[src/rtl/rstgen_pkg.sv]
package rstgen_pkg;
  typedef enum logic [1:0] {
    PFM_BATT  = 2'd0,
    PFM_HOLD  = 2'd1,
    PFM_TRACK = 2'd2
  } pfo_mode_e;
endpackage

[src/rtl/rstgen_sync.sv]
module rstgen_sync #(
  parameter int          WIDTH   = 4,
  parameter int          STAGES  = 2,
  parameter logic [WIDTH-1:0] RST_VAL = '0
) (
  input  logic             clk,
  input  logic             rst_n,
  input  logic [WIDTH-1:0] d_i,
  output logic [WIDTH-1:0] q_o
);
  logic [WIDTH-1:0] stage_q [STAGES];

  for (genvar s = 0; s < STAGES; s++) begin : g_stage
    logic [WIDTH-1:0] stage_d;
    if (s == 0) begin : g_first
      assign stage_d = d_i;
    end else begin : g_rest
      assign stage_d = stage_q[s-1];
    end
    always_ff @(posedge clk or negedge rst_n) begin
      if (!rst_n) stage_q[s] <= RST_VAL;
      else        stage_q[s] <= stage_d;
    end
  end

  assign q_o = stage_q[STAGES-1];
endmodule

[src/rtl/rstgen_width_filter.sv]
module rstgen_width_filter #(
  parameter int MIN_W = 10
) (
  input  logic clk,
  input  logic rst_n,
  input  logic mr_n,
  output logic held_o,
  output logic fire_o
);
  localparam int FW = $clog2(MIN_W + 1);
  localparam logic [FW-1:0] LIMIT = FW'(MIN_W);

  logic [FW-1:0] cnt_q, cnt_d;
  logic          cnt_en;
  logic          armed;

  assign armed  = (cnt_q == LIMIT);
  assign held_o = armed & ~mr_n;
  assign fire_o = armed & mr_n;

  always_comb begin
    cnt_en = 1'b0;
    cnt_d  = cnt_q;
    if (mr_n) begin
      cnt_en = (cnt_q != '0);
      cnt_d  = '0;
    end else if (!armed) begin
      cnt_en = 1'b1;
      cnt_d  = cnt_q + FW'(1);
    end
  end

  always_ff @(posedge clk or negedge rst_n) begin
    if (!rst_n)      cnt_q <= '0;
    else if (cnt_en) cnt_q <= cnt_d;
  end

  a_r5_count_saturates: assert property (@(posedge clk) disable iff (!rst_n)
    cnt_q <= LIMIT);
  a_r4_fire_needs_low_run: assert property (@(posedge clk) disable iff (!rst_n)
    fire_o |-> !$past(mr_n));
  a_r5_counter_clears: assert property (@(posedge clk) disable iff (!rst_n)
    $past(mr_n) |-> cnt_q == '0);
endmodule

[src/rtl/rstgen_hold_timer.sv]
module rstgen_hold_timer #(
  parameter int HOLD_CYC = 5_000_000
) (
  input  logic clk,
  input  logic rst_n,
  input  logic load_i,
  output logic busy_o
);
  localparam int CW = $clog2(HOLD_CYC + 1);
  localparam logic [CW-1:0] LOAD_V = CW'(HOLD_CYC);

  logic [CW-1:0] cnt_q, cnt_d;
  logic          cnt_en;

  always_comb begin
    cnt_en = 1'b0;
    cnt_d  = cnt_q;
    if (load_i) begin
      cnt_en = 1'b1;
      cnt_d  = LOAD_V;
    end else if (cnt_q != '0) begin
      cnt_en = 1'b1;
      cnt_d  = cnt_q - CW'(1);
    end
  end

  always_ff @(posedge clk or negedge rst_n) begin
    if (!rst_n)      cnt_q <= LOAD_V;
    else if (cnt_en) cnt_q <= cnt_d;
  end

  assign busy_o = (cnt_q != '0);

  a_r3_release_from_one: assert property (@(posedge clk) disable iff (!rst_n)
    $fell(busy_o) |-> ($past(cnt_q) == CW'(1) && !$past(load_i)));
  a_r6_load_restarts: assert property (@(posedge clk) disable iff (!rst_n)
    load_i |=> cnt_q == LOAD_V);
endmodule

[src/rtl/rstgen_pfo_gate.sv]
module rstgen_pfo_gate
  import rstgen_pkg::*;
(
  input  logic clk,
  input  logic rst_n,
  input  logic batt_i,
  input  logic hold_busy_i,
  input  logic pf_above_i,
  output logic pfo_o
);
  pfo_mode_e mode;

  always_comb begin
    if (batt_i)           mode = PFM_BATT;
    else if (hold_busy_i) mode = PFM_HOLD;
    else                  mode = PFM_TRACK;
  end

  always_comb begin
    unique case (mode)
      PFM_BATT:  pfo_o = 1'b0;
      PFM_HOLD:  pfo_o = 1'b1;
      default:   pfo_o = pf_above_i;
    endcase
  end

  a_r9_return_forces_high: assert property (@(posedge clk) disable iff (!rst_n)
    $fell(batt_i) |-> pfo_o);
endmodule

[src/rtl/rstgen_top.sv]
module rstgen_top #(
  parameter int SYNC_STAGES = 2,
  parameter int MIN_W       = 10,
  parameter int HOLD_CYC    = 5_000_000
) (
  input  logic clk,
  input  logic rst_n,
  input  logic supply_ok_i,
  input  logic batt_on_i,
  input  logic mr_n_i,
  input  logic pf_above_i,
  output logic rst_pull_o,
  output logic pfo_o
);
  localparam int NSIG = 4;
  localparam int B_OK = 0, B_BATT = 1, B_MR = 2, B_PF = 3;
  localparam logic [NSIG-1:0] SAFE = 4'b0110;

  logic [NSIG-1:0] raw, syn;
  logic s_ok, s_batt, s_mr_n, s_pf;
  logic mr_held, mr_fire;
  logic rst_load, rst_busy;
  logic pfo_busy;

  assign raw[B_OK]   = supply_ok_i;
  assign raw[B_BATT] = batt_on_i;
  assign raw[B_MR]   = mr_n_i;
  assign raw[B_PF]   = pf_above_i;

  rstgen_sync #(.WIDTH(NSIG), .STAGES(SYNC_STAGES), .RST_VAL(SAFE)) u_sync (
    .clk(clk), .rst_n(rst_n), .d_i(raw), .q_o(syn)
  );

  assign s_ok   = syn[B_OK];
  assign s_batt = syn[B_BATT];
  assign s_mr_n = syn[B_MR];
  assign s_pf   = syn[B_PF];

  rstgen_width_filter #(.MIN_W(MIN_W)) u_filt (
    .clk(clk), .rst_n(rst_n), .mr_n(s_mr_n), .held_o(mr_held), .fire_o(mr_fire)
  );

  assign rst_load = ~s_ok | mr_held | mr_fire;

  rstgen_hold_timer #(.HOLD_CYC(HOLD_CYC)) u_rst_tmr (
    .clk(clk), .rst_n(rst_n), .load_i(rst_load), .busy_o(rst_busy)
  );

  rstgen_hold_timer #(.HOLD_CYC(HOLD_CYC)) u_pfo_tmr (
    .clk(clk), .rst_n(rst_n), .load_i(s_batt), .busy_o(pfo_busy)
  );

  rstgen_pfo_gate u_gate (
    .clk(clk), .rst_n(rst_n), .batt_i(s_batt), .hold_busy_i(pfo_busy),
    .pf_above_i(s_pf), .pfo_o(pfo_o)
  );

  assign rst_pull_o = rst_busy;

  a_r2_supply_low_pulls: assert property (@(posedge clk) disable iff (!rst_n)
    !s_ok |=> rst_pull_o);
  a_r3_release_needs_supply: assert property (@(posedge clk) disable iff (!rst_n)
    $fell(rst_pull_o) |-> $past(s_ok));
  a_r4_fire_pulls: assert property (@(posedge clk) disable iff (!rst_n)
    mr_fire |=> rst_pull_o);
  a_r8_battery_low_and_armed: assert property (@(posedge clk) disable iff (!rst_n)
    $rose(s_batt) |=> (!pfo_o && pfo_busy));
endmodule

[config.mk]
export PLATFORM = sky130hd
export DESIGN_NAME = rstgen_top
export DESIGN_NICKNAME = d
export VERILOG_FILES = /design/src/rtl/rstgen_pkg.sv /design/src/rtl/rstgen_sync.sv /design/src/rtl/rstgen_width_filter.sv /design/src/rtl/rstgen_hold_timer.sv /design/src/rtl/rstgen_pfo_gate.sv /design/src/rtl/rstgen_top.sv
export SDC_FILE = /design/constraint.sdc
export NUM_CORES = 1
export LEC_CHECK = 0
export BUFFER_PORTS_ARGS = -buffer_cell sky130_fd_sc_hd__buf_2
export CAP_MARGIN = 25
export CORE_UTILIZATION = 26
export DETAILED_ROUTE_END_ITERATION = 8
export GPL_TIMING_DRIVEN = 0
export SYNTH_ARGS = -nofsm -noshare
export SYNTH_HDL_FRONTEND = slang
export SYNTH_HIERARCHICAL = 1
export SYNTH_SLANG_ARGS = --single-unit
[constraint.sdc]
create_clock -name clk -period 3.57 [get_ports clk]
set_input_delay 0.357 -clock clk [delete_from_list [all_inputs] [get_ports clk]]
set_output_delay 0.357 -clock clk [all_outputs]
set_load 0.02 [all_outputs]
==> metrics <==
run status=complete, no violations; Max IR drop VDD=approximately 270 uV; skew final=slightly above 6 ps; post-cts gate resize count=0; DRC viols=0; main flop type after synthesis=dfrtp_1; Die ar.=0.0119 mm2; initial antenna violation count=0; Synth Warn #=6; initial core utilization=0.271; Core ar.=0.0110 mm2; Synth top cells by count=39 x nor2_1, 38 x dfrtp_1, 20 x dfstp_2, 20 x nor3_1; fmax=around 0.37 GHz; die height=109 um; Hold WC Path Type=in2reg; Post-layout nets=327; Critical R2R Launch=u_pfo_tmr/cnt_q[17]; synthesis-stage register bit count=58; DRT iter0 DRCs=68; Hold Violations, Final=0; post-CTS setup buffers=0; H-tree levels=3; CP arrival=around 2300 ps; M3 GR Usage=0.0215; WL final=approximately 5800 um; Rows=38; max cap viols=0; register area share after synthesis=0.496; Sink Count=58; pre-CTS setup slack=1180 ps; worst setup margin=894 ps; vias in the first global route=2,171; CP Capture Type=output pin; dpl hpwl=3960 um; met2 Track Usage GR=0.177; number of vias per cell=4.90; filler cell count=1,124; CTS Buf Count=9; count of final setup violators=0; asr flop ratio synth=1.00; crit start category=flip-flop; number of detailed-route iterations in the first pass=4; total power=~1900 uW; maximum fanout along the worst path=6; Post-synth EDFFs=0; period utilization=0.750; first-pass GRT wire length=between 10,000 and 15,000 um; clock latency on the worst-skew pair=320 ps; Total GRT Usage=0.109; Clock Tree Root=clkbuf_16; Die X=109 um; # diodes=0; R2R Path End=u_pfo_tmr/cnt_q[10]; post-synth top area share=0.319; worst rel slew slack=0.454; grt peak-use layer=met2; ANT nets after route=0; Placer Congestion=0.778; Post-Syn Area=around 0.0030 mm2; max-slew violation count=0; Cell Pwr Density=528 mW/mm2; Hold Worst Slack=132 ps; most common cell in the netlist=nor2_1; RSZ-0062 raised after global routing=no; TritonCTS clock tree=yes; largest area contributor in the synthesized netlist=dfrtp_1; Worst-Margin Slew=between 800 and 900 ps; synth top area cells=dfrtp_1 32%, dfstp_2 18%, nor2_1 4.9%; Max clock buf depth=2; area grow syn2layout=18.4%; IO Pins=8; WP data required=between 3000 and 4000 ps; Post-Synthesis Cells=296; syn avg cell area=10.1 um2; leakage=0.00136 uW; R2R cell count=6; layout cells sized above 1=0.171; Crit Path Class=reg2out; Clk pin slew, worst setup/hold paths=approximately 50 ps; Register Area=around 0.0015 mm2; Tmin final=roughly 2700 ps; setup TNS=0 ps; largest net degree at the start of global routing=42; PortBufs=7; Mapped Nets=307; Reg2Reg Setup Slack=1130 ps; DR vias=2,259; total grt overflow=0; Avg WL per Cell=12.5 um; crit path from=u_pfo_tmr/cnt_q[0]; Distinct cells, synth=43; met1 Use GR=0.135; CP endpoint=pfo_o; area of the multi-input gates=around 0.0014 mm2
## kinds of logic (layout without fill, tap and decap cells)
family | after synthesis | in the layout | synth area share
fa+ha+maj | 5 | 5 | 0.0210
buf+inv | 19 | 44 | 0.0248
simple gates | 135 | 135 | 0.252
compound gates | 55 | 55 | 0.135
flops | 58 | 58 | 0.496
mux | 3 | 3 | 0.0101
xor+xnor | 21 | 21 | 0.0618
## sequential cells by signal, indices dropped and copies added (netlist names)
name / flops
u_pfo_tmr/cnt_q: 23
u_rst_tmr/cnt_q: 23
u_filt/cnt_q: 4
u_sync/g_stage.stage_d: 4
u_sync/q_o: 4
## metrics by stage
step | std cells | instance area [um2] | utilization
final | 461 | 3520 | 0.321
after CTS | 461 | 3520 | 0.321
after detailed placement | 444 | 3210 | 0.292
after floorplan | 296 | 2980 | -
after global placement | 443 | 3190 | 0.290
after global routing | 461 | 3520 | 0.321
## what timing repair did
item | in CTS | in global routing
endpoints found under the hold margin | 13 | 0
setup endpoints to repair | 0 | 0
hold buffers | 1 | 0
## layout by cell type, fill, tap and decap left out, drive strengths merged, types with 11 or more instances in the layout
cell / count
a21oi: 13
clkbuf: 18
dfrtp: 38
dfstp: 20
inv: 11
nand2: 11
nor2: 39
nor3: 20
or3: 14
or4: 12
xnor2: 14
## worst max-delay path, cell delays in order (launching register included)
cell and delay [ps]:
dfrtp_1 410, inv_1 70, ha_1 210, nand2b_1 160, or4_1 440, nor3_1 240, nand2_1 130, o21ba_1 190
buf_2 150
## power breakdown
part           total, uW  switching [uW]  internal, uW
combinational        223             121           101
sequential           774            56.1           718
clock                864             287           577
## area by class of cell
type | count | share of cell area
clock buffers | 12 | 0.0728
flip-flops and latches | 58 | 0.419
well taps | 140 | 0.0497
inverters | 11 | 0.0117
clock inverters | 4 | 0.0146
repair buffers | 9 | 0.0185
plain buffers | 8 | 0.00923
multi-input cells | 219 | 0.405
## routing by layer
metal / vias to the layer above / wire length (um)
met2: 26 / 2780
met1: 1098 / 2760
met3: 11 / 113
li1: 1124 / -
met5: - / 0
met4: 0 / 120
## worst min path at each step
stage | start | end | slack, ps | cells past startpoint
after floorplan | rst_n | u_filt/cnt_q[0] | 60 | 0
after global placement | u_sync/g_stage[1].stage_d[3] | u_sync/q_o[3] | 330 | 0
after detailed placement | rst_n | u_sync/g_stage[1].stage_d[0] | 320 | 1
after CTS | mr_n_i | u_sync/g_stage[1].stage_d[2] | 120 | 1
after global routing | mr_n_i | u_sync/g_stage[1].stage_d[2] | 120 | 1
final | batt_on_i | u_sync/g_stage[1].stage_d[1] | 130 | 1
(Power assumes the default switching activity.)
